File: src/rtl/avx_rx_pkg.sv
// Shared constants and types for the serial word receiver.
// Assumes: the line format is fixed at 32-bit words with 16x oversampling.
package avx_rx_pkg;
    localparam int WORD_W    = 32;
    localparam int OVS       = 16;          // samples per bit time
    localparam int DET_RUN   = 3;           // samples needed to take a bit
    localparam int GAP_BITS  = 3;           // quiet bit times that close a word
    localparam int GAP_SMP   = GAP_BITS * OVS;
    localparam int LABEL_W   = 8;

    typedef enum logic [1:0] {
        SYM_QUIET = 2'd0,
        SYM_ONE   = 2'd1,
        SYM_ZERO  = 2'd2
    } sym_e;
endpackage

File: src/rtl/avx_rx_sampler.sv
// Synchronises both line legs, generates the oversampling tick for the
// selected rate and turns pulses into bit strobes and a gap strobe.
// Assumes: DIV_HI and DIV_LO are at least 1; both legs high reads as quiet.
module avx_rx_sampler
    import avx_rx_pkg::*;
#(
    parameter int DIV_HI = 63,
    parameter int DIV_LO = 500
) (
    input  logic clk,
    input  logic rst_n,
    input  logic enable,
    input  logic fast,
    input  logic line_hi,
    input  logic line_lo,
    output logic bit_stb,
    output logic bit_val,
    output logic gap_stb
);
    localparam int DIV_MAX = (DIV_HI > DIV_LO) ? DIV_HI : DIV_LO;
    localparam int CW      = $clog2(DIV_MAX + 1);
    localparam int GW      = $clog2(GAP_SMP + 1);

    logic [1:0]    hi_s, lo_s;
    logic [CW-1:0] div_cnt, div_lim;
    logic          tick;
    sym_e          sym, run_sym;
    logic [1:0]    run_q, run_nxt;
    logic [GW-1:0] quiet_q;

    assign div_lim = fast ? CW'(DIV_HI - 1) : CW'(DIV_LO - 1);
    assign tick    = enable && (div_cnt >= div_lim);

    // Two-flop synchroniser on each leg.
    always_ff @(posedge clk) begin
        if (!rst_n) begin
            hi_s <= '0;
            lo_s <= '0;
        end else begin
            hi_s <= {hi_s[0], line_hi};
            lo_s <= {lo_s[0], line_lo};
        end
    end

    // Divider producing one sample tick per period of the selected rate.
    always_ff @(posedge clk) begin
        if (!rst_n || !enable || tick) div_cnt <= '0;
        else                           div_cnt <= div_cnt + 1'b1;
    end

    // Classify the synchronised pair into a line symbol.
    always_comb begin
        if (hi_s[1] && !lo_s[1])      sym = SYM_ONE;
        else if (lo_s[1] && !hi_s[1]) sym = SYM_ZERO;
        else                          sym = SYM_QUIET;
    end

    // Length of the current pulse run, saturating at the detection count.
    always_comb begin
        if (sym == SYM_QUIET)                    run_nxt = '0;
        else if (sym == run_sym && run_q != '0)  run_nxt = (run_q == 2'(DET_RUN)) ? run_q : run_q + 1'b1;
        else                                     run_nxt = 2'd1;
    end

    // Run tracking and bit strobe on the sample that completes a run.
    always_ff @(posedge clk) begin
        if (!rst_n || !enable) begin
            run_q   <= '0;
            run_sym <= SYM_QUIET;
            bit_stb <= 1'b0;
            bit_val <= 1'b0;
        end else begin
            bit_stb <= 1'b0;
            if (tick) begin
                run_q   <= run_nxt;
                run_sym <= sym;
                if (run_nxt == 2'(DET_RUN) && run_q != 2'(DET_RUN)) begin
                    bit_stb <= 1'b1;
                    bit_val <= (sym == SYM_ONE);
                end
            end
        end
    end

    // Quiet-sample counter and single gap strobe when it reaches the limit.
    always_ff @(posedge clk) begin
        if (!rst_n || !enable) begin
            quiet_q <= '0;
            gap_stb <= 1'b0;
        end else begin
            gap_stb <= 1'b0;
            if (tick) begin
                if (sym != SYM_QUIET) begin
                    quiet_q <= '0;
                end else if (quiet_q != GW'(GAP_SMP)) begin
                    quiet_q <= quiet_q + 1'b1;
                    if (quiet_q == GW'(GAP_SMP - 1)) gap_stb <= 1'b1;
                end
            end
        end
    end

    AST_BIT_SPACED: assert property (@(posedge clk) disable iff (!rst_n)
        bit_stb |=> !bit_stb);
    AST_GAP_NOT_WITH_BIT: assert property (@(posedge clk) disable iff (!rst_n)
        !(bit_stb && gap_stb));
endmodule

File: src/rtl/avx_rx_assembler.sv
// Places incoming bits into a 32-bit word (label reversed to natural order),
// enforces the quiet gap between words and checks odd parity.
// Assumes: bit_stb and gap_stb are single-cycle pulses and never coincide.
module avx_rx_assembler
    import avx_rx_pkg::*;
(
    input  logic              clk,
    input  logic              rst_n,
    input  logic              enable,
    input  logic              bit_stb,
    input  logic              bit_val,
    input  logic              gap_stb,
    output logic              word_stb,
    output logic [WORD_W-1:0] word_q,
    output logic              par_err_stb,
    output logic              frm_err_stb
);
    localparam int BW = $clog2(WORD_W);

    logic              armed;
    logic [BW-1:0]     cnt;
    logic [BW-1:0]     pos;
    logic [WORD_W-1:0] word_nxt;

    // Bit position: label bits arrive most significant first.
    assign pos = (cnt < BW'(LABEL_W)) ? BW'(LABEL_W - 1) - cnt : cnt;

    // Word image including the bit being taken this cycle.
    always_comb begin
        word_nxt      = word_q;
        word_nxt[pos] = bit_val;
    end

    // Word collection, gap arming and error strobes.
    always_ff @(posedge clk) begin
        if (!rst_n) begin
            armed       <= 1'b0;
            cnt         <= '0;
            word_q      <= '0;
            word_stb    <= 1'b0;
            par_err_stb <= 1'b0;
            frm_err_stb <= 1'b0;
        end else begin
            word_stb    <= 1'b0;
            par_err_stb <= 1'b0;
            frm_err_stb <= 1'b0;
            if (!enable) begin
                armed <= 1'b0;
                cnt   <= '0;
            end else if (bit_stb) begin
                if (!armed) begin
                    frm_err_stb <= 1'b1;
                end else begin
                    word_q <= word_nxt;
                    if (cnt == BW'(WORD_W - 1)) begin
                        cnt   <= '0;
                        armed <= 1'b0;
                        if (^word_nxt) word_stb    <= 1'b1;
                        else           par_err_stb <= 1'b1;
                    end else begin
                        cnt <= cnt + 1'b1;
                    end
                end
            end else if (gap_stb) begin
                if (armed && cnt != '0) frm_err_stb <= 1'b1;
                cnt   <= '0;
                armed <= 1'b1;
            end
        end
    end

    AST_WORD_ODD_PARITY: assert property (@(posedge clk) disable iff (!rst_n)
        word_stb |-> ^word_q);
    AST_ONE_OUTCOME: assert property (@(posedge clk) disable iff (!rst_n)
        $countones({word_stb, par_err_stb, frm_err_stb}) <= 1);
endmodule

File: src/rtl/avx_rx_fifo.sv
// Receive FIFO: drops pushes when full, holds rd_data on empty reads.
// Assumes: DEPTH is a power of two and at least 2.
module avx_rx_fifo #(
    parameter int DW    = 32,
    parameter int DEPTH = 16
) (
    input  logic                       clk,
    input  logic                       rst_n,
    input  logic                       push,
    input  logic [DW-1:0]              push_data,
    input  logic                       rd_en,
    output logic [DW-1:0]              rd_data,
    output logic [$clog2(DEPTH):0]     count,
    output logic                       empty,
    output logic                       full
);
    localparam int AW = $clog2(DEPTH);

    logic [DW-1:0] mem [DEPTH];
    logic [AW-1:0] wptr, rptr;
    logic          do_wr, do_rd;

    assign empty = (count == '0);
    assign full  = (count == (AW+1)'(DEPTH));
    assign do_wr = push && !full;
    assign do_rd = rd_en && !empty;

    // Storage write for accepted pushes.
    always_ff @(posedge clk) begin
        if (do_wr) mem[wptr] <= push_data;
    end

    // Pointers, occupancy and the read data register.
    always_ff @(posedge clk) begin
        if (!rst_n) begin
            wptr    <= '0;
            rptr    <= '0;
            count   <= '0;
            rd_data <= '0;
        end else begin
            if (do_wr) wptr <= wptr + 1'b1;
            if (do_rd) begin
                rptr    <= rptr + 1'b1;
                rd_data <= mem[rptr];
            end
            count <= count + (AW+1)'(do_wr) - (AW+1)'(do_rd);
        end
    end

    AST_NO_OVERFLOW: assert property (@(posedge clk) disable iff (!rst_n)
        count <= (AW+1)'(DEPTH));
    AST_EMPTY_READ_HOLDS: assert property (@(posedge clk) disable iff (!rst_n)
        (rd_en && empty && !push) |=> ($stable(rd_data) && empty));
    AST_FULL_STAYS_FULL: assert property (@(posedge clk) disable iff (!rst_n)
        (full && !rd_en) |=> full);
endmodule

File: src/rtl/avx_word_rx.sv
// Top of the serial word receiver: control register, sticky errors,
// status view and interrupt around sampler, assembler and FIFO.
// Assumes: host accesses are synchronous to clk; the threshold is 4 bits wide.
module avx_word_rx
    import avx_rx_pkg::*;
#(
    parameter int DIV_HI = 63,
    parameter int DIV_LO = 500,
    parameter int DEPTH  = 16
) (
    input  logic        clk,
    input  logic        rst_n,
    input  logic        line_hi,
    input  logic        line_lo,
    input  logic        ctl_we,
    input  logic [7:0]  ctl_wdata,
    output logic [7:0]  ctl_q,
    output logic [7:0]  stat_q,
    input  logic        rd_en,
    output logic [31:0] rd_data,
    output logic        fifo_empty,
    output logic        fifo_full,
    output logic        fifo_level,
    output logic        irq
);
    localparam int CNTW = $clog2(DEPTH) + 1;

    logic              bit_stb, bit_val, gap_stb;
    logic              word_stb, par_err_stb, frm_err_stb;
    logic [WORD_W-1:0] word;
    logic [CNTW-1:0]   fifo_count;
    logic              clr, frm_err_q, par_err_q, ovf_q;

    assign clr = ctl_we && ctl_wdata[2];

    avx_rx_sampler #(.DIV_HI(DIV_HI), .DIV_LO(DIV_LO)) u_smp (
        .clk(clk), .rst_n(rst_n), .enable(ctl_q[0]), .fast(ctl_q[1]),
        .line_hi(line_hi), .line_lo(line_lo),
        .bit_stb(bit_stb), .bit_val(bit_val), .gap_stb(gap_stb)
    );

    avx_rx_assembler u_asm (
        .clk(clk), .rst_n(rst_n), .enable(ctl_q[0]),
        .bit_stb(bit_stb), .bit_val(bit_val), .gap_stb(gap_stb),
        .word_stb(word_stb), .word_q(word),
        .par_err_stb(par_err_stb), .frm_err_stb(frm_err_stb)
    );

    avx_rx_fifo #(.DW(WORD_W), .DEPTH(DEPTH)) u_fifo (
        .clk(clk), .rst_n(rst_n), .push(word_stb), .push_data(word),
        .rd_en(rd_en), .rd_data(rd_data), .count(fifo_count),
        .empty(fifo_empty), .full(fifo_full)
    );

    // Control register; the clear bit is a strobe and is not kept.
    always_ff @(posedge clk) begin
        if (!rst_n)      ctl_q <= '0;
        else if (ctl_we) ctl_q <= ctl_wdata & 8'hFB;
    end

    // Sticky error bits, cleared by a control write with the clear bit.
    always_ff @(posedge clk) begin
        if (!rst_n || clr) begin
            frm_err_q <= 1'b0;
            par_err_q <= 1'b0;
            ovf_q     <= 1'b0;
        end else begin
            if (frm_err_stb)           frm_err_q <= 1'b1;
            if (par_err_stb)           par_err_q <= 1'b1;
            if (word_stb && fifo_full) ovf_q     <= 1'b1;
        end
    end

    assign fifo_level = (32'(fifo_count) >= 32'(ctl_q[7:4]));
    assign irq        = fifo_empty | fifo_full | fifo_level;
    assign stat_q     = {2'b00, ovf_q, par_err_q, frm_err_q, fifo_level, fifo_full, fifo_empty};

    AST_OVF_ON_FULL_PUSH: assert property (@(posedge clk) disable iff (!rst_n)
        (word_stb && fifo_full && !clr) |=> ovf_q);
    AST_ERRORS_STICKY: assert property (@(posedge clk) disable iff (!rst_n)
        (ovf_q && !clr) |=> ovf_q);
    AST_IDLE_WHEN_DISABLED: assert property (@(posedge clk) disable iff (!rst_n)
        (!ctl_q[0] && !$past(ctl_q[0])) |-> !word_stb);
endmodule

File: config.mk
export PLATFORM = sky130hd
export DESIGN_NAME = avx_word_rx
export DESIGN_NICKNAME = d
export VERILOG_FILES = /design/src/rtl/avx_rx_pkg.sv /design/src/rtl/avx_rx_sampler.sv /design/src/rtl/avx_rx_assembler.sv /design/src/rtl/avx_rx_fifo.sv /design/src/rtl/avx_word_rx.sv
export SDC_FILE = /design/constraint.sdc
export NUM_CORES = 1
export LEC_CHECK = 0
export BUFFER_PORTS_ARGS = -buffer_cell sky130_fd_sc_hd__clkbuf_2
export CORE_MARGIN = 3
export CORE_UTILIZATION = 50
export DETAILED_ROUTE_END_ITERATION = 7
export MAX_ROUTING_LAYER = met4
export PLACE_DENSITY = 0.66
export RECOVER_POWER = 100
export SLEW_MARGIN = 20
export SYNTH_ARGS = -nofsm -noshare
export SYNTH_HDL_FRONTEND = slang
export SYNTH_HIERARCHICAL = 1
export SYNTH_SLANG_ARGS = --single-unit
File: constraint.sdc
create_clock -name clk -period 4.82 [get_ports clk]
set_input_delay 0.964 -clock clk [delete_from_list [all_inputs] [get_ports clk]]
set_output_delay 0.964 -clock clk [all_outputs]
set_load 0.01 [all_outputs]
Word-level counts from Yosys, hierarchy flattened

Memories as Yosys holds them, arrays and structs flattened. A register that Yosys moved wholly into a read port is not among the register bits.
Cells that the tools add are included.

Magnitude comparators: 5
Mux-type cells: 30
Bitwise logic cells: 4
Add/subtract/negate cells: 9
Eq/ne operators: 10
Reduce and logical (&&, ||, !) cells: 37

Operator list:

| cell                                                                   | count |
|---|---|
| 32-bit bitwise mux                                                     | 1 |
| 32-bit XOR reduction                                                   | 1 |
| 5-bit two-way mux                                                      | 5 |
| 1-bit two-way mux                                                      | 15 |
| 6-bit two-way mux                                                      | 2 |
| 1-bit logical AND                                                      | 11 |
| 5-bit == test (second input constant)                                  | 2 |
| 2-bit two-way mux                                                      | 5 |
| 9-bit by 1-bit adder with 9-bit output (second input constant)         | 1 |
| 9-bit >= comparator                                                    | 1 |
| 9-bit two-way mux                                                      | 1 |
| 4-bit by 1-bit adder with 4-bit output (second input constant)         | 2 |
| 2-bit AND reduction                                                    | 4 |
| 2-bit nonzero test                                                     | 4 |
| 1-bit logical NOT                                                      | 7 |
| 6-bit by 1-bit adder with 6-bit output (second input constant)         | 1 |
| 6-bit == test (second input constant)                                  | 1 |
| 5-bit by 6-bit < comparator with 1-bit output (second input constant)  | 1 |
| 6-bit != test (second input constant)                                  | 1 |
| 5-bit by 1-bit adder with 5-bit output                                 | 1 |
| 5-bit by 1-bit adder with 5-bit output (second input constant)         | 1 |
| 1-bit demux with 5-bit select                                          | 1 |
| 5-bit by 1-bit >= comparator with 1-bit output (second input constant) | 1 |
| 5-bit by 4-bit >= comparator with 1-bit output                         | 1 |
| 19 further kinds                                                       | 24 |

Bits in registers: 90
Memories kept: 1
Input bits: 14
Word-level logic and storage cells: 118
Bits in writable memories: 512

Memories:

| name       | depth | bits a word | rd ports | clocked after memory_dff | wr ports | RTL line          | source |
|---|---|---|---|---|---|---|---|
| u_fifo.mem | 16    | 32          | 1        | 1                        | 1        | avx_rx_fifo.sv:19 | `logic [DW-1:0] mem [DEPTH];` |

Depth between registers and ports, before layout

Gate-level depths: netlist (run 1).

Depth after elaboration: 11
Mapped depth: 14
Depth with buffers taken out: 13

Hierarchy

Netlist (run 1), hierarchy kept.

By module, submodules not included:

| module           | times used | cells each | area an instance (um^2) |
|---|---|---|---|
| avx_rx_fifo      | 1          | 954        | 21125.3 |
| avx_rx_assembler | 1          | 418        | 3140.5 |
| avx_rx_sampler   | 1          | 147        | 1312.5 |
| avx_word_rx      | 1          | 56         | 546.8 |

Worst setup path after synthesis (run 1)

Ideal clock, no wire load.

Path kind: register -> register
Start: register u_fifo.count[2]
End: memory u_fifo.mem[0][0], enable pin
Required time: 4.359 ns
Arrival time: 3.390 ns
Setup time: 0.461 ns
Setup slack: 0.969 ns
Period minus slack after synthesis: 3.851 ns
Stages on the path, launching flop included: 8
Path through: dfxtp_1 inv_1 ha_1 nand4bb_1 and2_1 clkbuf_1 nand2_1 nor3_1

Longest elaborated chain between the ends: 5

Ends and longest elaborated chain:

| element                                 | RTL line          | source |
|---|---|---|
| from (decl)                             | avx_rx_fifo.sv:13 | `output logic [$clog2(DEPTH):0] count,` |
| from (signal assigned)                  | avx_rx_fifo.sv:46 | `count <= count + (AW+1)'(do_wr) - (AW+1)'(do_rd);` |
| 5-bit == test                           | avx_rx_fifo.sv:24 | `assign full = (count == (AW+1)'(DEPTH));` |
| 1-bit logical NOT                       | avx_rx_fifo.sv:25 | `assign do_wr = push && !full;` |
| 1-bit logical AND                       | avx_rx_fifo.sv:25 |  |
| 1-bit two-way mux                       | avx_rx_fifo.sv:30 | `if (do_wr) mem[wptr] <= push_data;` |
| 1-bit two-way mux (implied by the code) | avx_rx_fifo.sv:30 |  |
| to (decl)                               | avx_rx_fifo.sv:19 |  |

Every way passes these cells.

Worst setup path after layout (run 1)

Start: register u_fifo.count[3]
End: memory u_fifo.mem[12][18], enable pin

Same word-level chain as after synthesis.

==> results of run 1 <==
placed cells by master, fill, tap and decap left out, drive strengths merged, types with 10 or more instances in the layout:
master  synthesis  final
mux2i          49     49
buf            58     22
dfxtp         122    122
edfxtp        512    512
xnor2          29     29
mux4          128    128
a21boi         29     29
nand4          15     15
a221o          34     34
o21ai          29     29
a31oi          10     10
nor2           90     90
and2           22     22
ha             29     29
mux2           34     34
clkinv          0     27
xor2           13     13
a21oi          34     34
nand2          85     85
inv            31     33
nor2b          28     28
and3           12     12
clkbuf         38    168
nand3          48     48
kinds of logic after synthesis:
group | synth area share (%)
DFF | 68.2
and+or+nand+nor | 6.60
muxes | 14.4
AOI/OAI and AO/OA | 5.25
buffers and inverters | 2.38
xor gates and xnor gates | 1.67
adders and majority gates | 1.47
other | 0.0144
per-layer routing:
metal | vias to the layer above | wire (microns) | track usage [%]
met5 | - | 0 | -
met4 | 0 | 2300 | 10.2
met3 | 111 | 3700 | 4.61
met2 | 457 | 28500 | 35.5
met1 | 7331 | 25500 | 30.2
li1 | 6322 | - | -
sequential cells by signal, indices dropped and copies added (netlist names), 4 cells and up:
register	count
u_fifo/mem	512
u_asm/word_q	32
u_fifo/rd_data	32
u_smp/div_cnt	9
ctl_q	7
u_smp/quiet_q	6
u_asm/cnt	5
u_fifo/count	5
u_fifo/rptr	4
u_fifo/wptr	4
power breakdown:
part	switching, W	internal [W]	total, W
Combinational	0.000762	0.000998	0.00176
Sequential	0.000233	0.00594	0.00617
Clock	0.00208	0.00288	0.00496
area by class of cell:
cell class / instances / share of cell area [%]
inverter: 31 / 0.399
timing repair buffer: 100 / 1.80
antenna: 1 / 0.00857
sequential: 634 / 61.1
clock buffer: 90 / 6.46
clock inverter: 33 / 0.874
tap: 680 / 2.91
multi-input combinational: 816 / 26.5
worst max-delay path, delay by kind of cell, from the launching register on:
kind | cells | cell delay, ns
DFF | 1 | 0.36
and+or+nand+nor | 4 | 2.44
buffers and inverters | 2 | 0.64
adders and majority gates | 1 | 0.19
through the flow:
| stage | total power (W) | utilization [%] |
|---|---|---|
| after floorplan | 0.00767 | - |
| after global placement | 0.00809 | 52.8 |
| after detailed placement | 0.00812 | 52.9 |
| after CTS | 0.0131 | 57.1 |
| after global routing | 0.0134 | 56.7 |
| final | 0.0129 | 56.7 |
final timing paths:
check	to	depth (start not counted)
min	u_smp/hi_s[1]$_SDFF_PN0_	1
min reg2reg	u_smp/hi_s[1]$_SDFF_PN0_	1
max reg2reg	u_fifo/mem[12][18]$_DFFE_PP_	7
max	u_fifo/mem[12][18]$_DFFE_PP_	7
==> results.tsv, run 1 <==
stage	metric	value	unit
cts	holdBufCountCts	0	
setup_path	cp_slowest_cell	nor2_1	
die	die_h	235	microns
cts	cts_setup_buffers	0	
cts	clockBufferDepth	3	
placement	post-place-ws	1.40	ns
sta	tightestPinTransition	3.03	ns
finish	syn2layout_area_growth	11.8	%
sta	rsz0062_at_grt	no	
cts	h-tree-depth	3	
sta	slew_headroom	-102	%
drt	routed_wl	60000	microns
die	rows	83	
placement	place_inst	2261	
drt	viasPerCell	5.96	
synthesis	synth-edff-count	512	
sta	fin_crit_sh	82.7	%
drt	wl_per_cell	25.2	microns
drt	ant_nets	0	
synthesis	synth_most_common_cell	edfxtp_1	
finish	nets	1694	
finish	fillCellCount	4027	
status	violations	max-capacitance violations, max-slew violations	
global_route	grt_first_pass_wirelength	90500	microns
cts	cts_root_buf	clkbuf_16	
synthesis	yosys.area.top_type	edfxtp_1	
sta	period_minus_slack	3.99	ns
placement	io_buffers	62	
cts	cts_sinks	634	
setup_path	r2r_start	u_fifo/count[3]$_SDFF_PN0_	
pwr	p_per_area	441	nW/um^2
drt	drc	0	
setup_path	worstSetupPathType	register to register	
run	drv_cap	7	
synthesis	syn_inst	1575	
setup_path	crit_chain	inv_1 -> ha_1 -> nand4bb_1 -> and2_0 -> nand2_1 -> nor2_1 -> buf_4	
setup_path	critPathMaxFanout	17	
die	die-area	55000	sq um
synthesis	syn_area	26100	sq um
synthesis	synthTopCellsByArea	edfxtp_1 (59%), mux4_2 (11%), dfxtp_1 (9.3%), mux2i_1 (1.8%), mux2_2 (1.5%)	
synthesis	async_reset_ff_share	0	%
global_route	grt_overflow_total	0	
synthesis	synth-main-ff-cell	edfxtp_1	
synthesis	synth_seq_area_share	68.2	%
synthesis	synth_seq_cells	634	
cts	cts_tree	yes	
synthesis	synth.top_cells.by_count	edfxtp_1 (512), mux4_2 (128), dfxtp_1 (122), nor2_1 (89), nand2_1 (84)	
die	io_pins	66	
cts	path_clk_slew	0.06	ns
sta	fin_hold_ws	0.442	ns
setup_path	required	5.06	ns
placement	postPlaceCellArea	27300	sq um
synthesis	post_synth.cell_area_avg	16.6	sq um
die	die_w	235	microns
hold_path	min_path_type	register to register	
sta	clock.fmax	251	MHz
finish	drive_gt1_share	19.2	%
cts	numCtsBuffers	67	
setup_path	slowest_delay	1.72	ns
synthesis	yosysWarnings	6	
drt	vias	14221	
global_route	grt_pass1_vias	14427	
pwr	total_leakage_power	9.43	nW
global_route	grt_antenna_before_repair	2	
setup_path	crit_arrival	4.23	ns
drt	drtIter0Drc	1242	
cts	worstSkewPairLatency	0.60	ns
status	status	finished with violations	
die	core_area	51500	sq um
synthesis	synth_top_area_share	58.9	%
global_route	grt.total_usage	23.1	%
setup_path	reg2reg_slack	0.83	ns
finish	seqCellArea	17800	sq um
cts	cts_resized	0	
finish	stdcell_count	2385	
sta	hold_viol	0	
placement	gp_congestion	0.844	
synthesis	ys_types	78	
setup_path	crit_path_end_kind	register	
finish	multiInputGateArea	7730	sq um
hold_path	hp-start	u_smp/hi_s[0]$_SDFF_PN0_	
setup_path	cp-startpoint	u_fifo/count[3]$_SDFF_PN0_	
sta	setup_ws	0.833	ns
setup_path	cp-start-kind	register	
drt	drt_first_pass_iters	5	
sta	fin_setup_tns	0	ns
pwr	ir_drop	0.268	mV
sta	maxSlewViolCount	178	
die	start_util	50.7	%
global_route	grt_max_degree	64	
placement	hpwl	34500	microns
finish	design_area	29200	sq um
sta	setup_violations	0	
sta	finClkSkew	0.0271	ns
(Power assumes the default switching activity.)
==> inputs of run 2 (changes only) <==
clock period = 4 ns   (was 4.82 ns; I/O delays follow)
==> run 2 against run 1 <==
Compared with the run above: register-to-register slack got worse by 0.42 ns; final cell count decreased by 0.13%; sequential share of layout area decreased by 0.21 points; power increased by 21%; clock skew decreased by 0.0026 ns; the run still ends with max-capacitance violations, max-slew violations left; flip-flop and latch count unchanged; worst hold slack got worse by 0.028 ns; setup slack got worse by 0.42 ns; combinational power increased by 27%; cell area increased by 0.34%; sequential power increased by 19%.
==> results.tsv, run 2 (synthesis results as in run 1) <==
stage	metric	value	unit	change
status	status	finished with violations		
status	violations	max-capacitance violations, max-slew violations		
placement	io_buffers	62		unchanged
cts	cts_root_buf	clkbuf_16		
pwr	p_per_area	531	nW/um^2	+20%
setup_path	r2r_start	u_fifo/count[3]$_SDFF_PN0_		
sta	fin_setup_tns	0	ns	unchanged
setup_path	cp-start-kind	register		
placement	postPlaceCellArea	27400	sq um	+0.39%
sta	slew_headroom	-39.7	%	+62 points
global_route	grt.total_usage	23.0	%	-0.10 points
drt	routed_wl	59900	microns	-0.22%
finish	nets	1696		+0.12%
die	start_util	50.7	%	unchanged
global_route	grt_overflow_total	0		unchanged
cts	worstSkewPairLatency	0.60	ns	about the same
finish	design_area	29300	sq um	+0.34%
finish	antenna_cells	0		-1
die	rows	83		unchanged
setup_path	crit_arrival	3.87	ns	-0.36 ns
setup_path	cp-startpoint	u_fifo/count[3]$_SDFF_PN0_		
finish	fin_util	56.9	%	+0.19 points
cts	cts_resized	0		unchanged
setup_path	crit_path_end_kind	register		
drt	drt_first_pass_iters	5		unchanged
finish	largest_reg_flops	512		unchanged
drt	vias	14225		+0.028%
hold_path	min_path_type	input pin to register		
setup_path	worstSetupPathType	register to register		
sta	maxSlewViolCount	158		-11%
placement	gp_congestion	0.893		+5.8%
finish	stdcell_count	2382		-0.13%
finish	layout_common_cells	edfxtp_1 (512), mux4_2 (128), dfxtp_1 (118), nor2_1 (86), nand2_1 (85)		
sta	fin_crit_sh	89.7	%	+7.0 points
sta	hold_viol	0		unchanged
global_route	grt_antenna_before_repair	0		-2
finish	largest-register	u_fifo/mem		
drt	ant_nets	0		unchanged
cts	cts_setup_buffers	0		unchanged
cts	path_clk_slew	0.06	ns	about the same
sta	clock.fmax	279	MHz	+11%
die	die_w	235	microns	unchanged
cts	numCtsBuffers	67		unchanged
die	die-area	55000	sq um	unchanged
placement	place_inst	2263		+0.088%
finish	syn2layout_area_growth	12.1	%	
sta	period_minus_slack	3.59	ns	-0.400 ns
drt	wl_per_cell	25.1	microns	about the same
sta	fin_hold_ws	0.414	ns	-0.0281 ns
setup_path	required	4.28	ns	-0.78 ns
pwr	total_leakage_power	9.48	nW	+0.45%
drt	drtIter0Drc	1227		-1.2%
global_route	grt_first_pass_wirelength	90700	microns	+0.33%
cts	cts_sinks	634		unchanged
setup_path	timing.rr.end	u_fifo/mem[5][18]$_DFFE_PP_		
hold_path	hp-start	line_lo		
setup_path	ff2ff_path_depth	7		unchanged
die	core_area	51500	sq um	unchanged
sta	rsz0062_at_grt	no		
sta	setup_violations	0		unchanged
cts	h-tree-depth	3		unchanged
cts	holdBufCountCts	0		unchanged
pwr	ir_drop	0.314	mV	+17%
setup_path	reg2reg_slack	0.41	ns	-0.42 ns
setup_path	crit_end	u_fifo/mem[5][18]$_DFFE_PP_		
die	die_h	235	microns	unchanged
run	drv_cap	10		+3
setup_path	critPathMaxFanout	18		+1
finish	reg_top3	u_fifo/mem (512), u_asm/word_q (32), u_fifo/rd_data (32)		
die	io_pins	66		unchanged
sta	finClkSkew	0.0245	ns	-0.00263 ns
finish	final_common_cell	edfxtp_1		
global_route	grt_pass1_vias	14600		+1.2%
global_route	grt_max_degree	59		-7.8%
drt	drc	0		unchanged
cts	clockBufferDepth	3		unchanged
cts	cts_tree	yes		
placement	hpwl	34300	microns	-0.72%
drt	viasPerCell	5.97		+0.15%
finish	drive_gt1_share	19.2	%	-0.036 points
sta	tightestPinTransition	2.10	ns	-0.934 ns
run 2: area by class of cell:
type | instances | area [sq um]
Clock buffer | 95 | 1900
Clock inverter | 24 | 240
Fill cell | 4055 | 22200
Inverter | 31 | 116
Multi-Input combinational cell | 816 | 7710
Sequential cell | 634 | 17800
Tap cell | 680 | 851
Timing Repair Buffer | 102 | 644
run 2: worst min-delay path by stage:
stage                                          end  slack (ns)  cells after the start
after CTS                 u_smp/hi_s[0]$_SDFF_PN0_        0.38                      2
after global routing      u_smp/lo_s[0]$_SDFF_PN0_        0.41                      2
final                     u_smp/lo_s[0]$_SDFF_PN0_        0.41                      2
after detailed placement  u_smp/hi_s[1]$_SDFF_PN0_        0.43                      1
after global placement    u_smp/hi_s[1]$_SDFF_PN0_        0.42                      1
after floorplan             frm_err_q$_SDFFE_PP0P_        0.41                      1
run 2: report_power, final:
part / internal (W) / switching, W
Sequential: 0.00716 / 0.000171
Combinational: 0.00122 / 0.00102
Clock: 0.00353 / 0.00248
run 2: per-layer routing:
metal / vias to the layer above / share of wire, % / GRT usage, %
met5: - / 0 / -
met4: 0 / 2.2 / 6.50
met3: 82 / 5.3 / 3.10
met2: 405 / 48 / 36.1
met1: 7420 / 44 / 32.0
li1: 6318 / - / -
run 2: worst max-delay path: stages (launching register included):
cell and delay, ns:
dfxtp_1 0.36, inv_1 0.08, ha_1 0.19, nand4bb_1 0.21
and2_0 0.36, nand2_1 0.22, nor2_1 1.55, buf_12 0.29
run 2: metrics by stage:
| stage | total power (W) | setup slack [ns] |
|---|---|---|
| after global routing | 0.0162 | 0.212 |
| after detailed placement | 0.00979 | 0.769 |
| final | 0.0156 | 0.413 |
| after global placement | 0.00977 | 0.832 |
| after floorplan | 0.00925 | 0.149 |
| after CTS | 0.0158 | 0.750 |
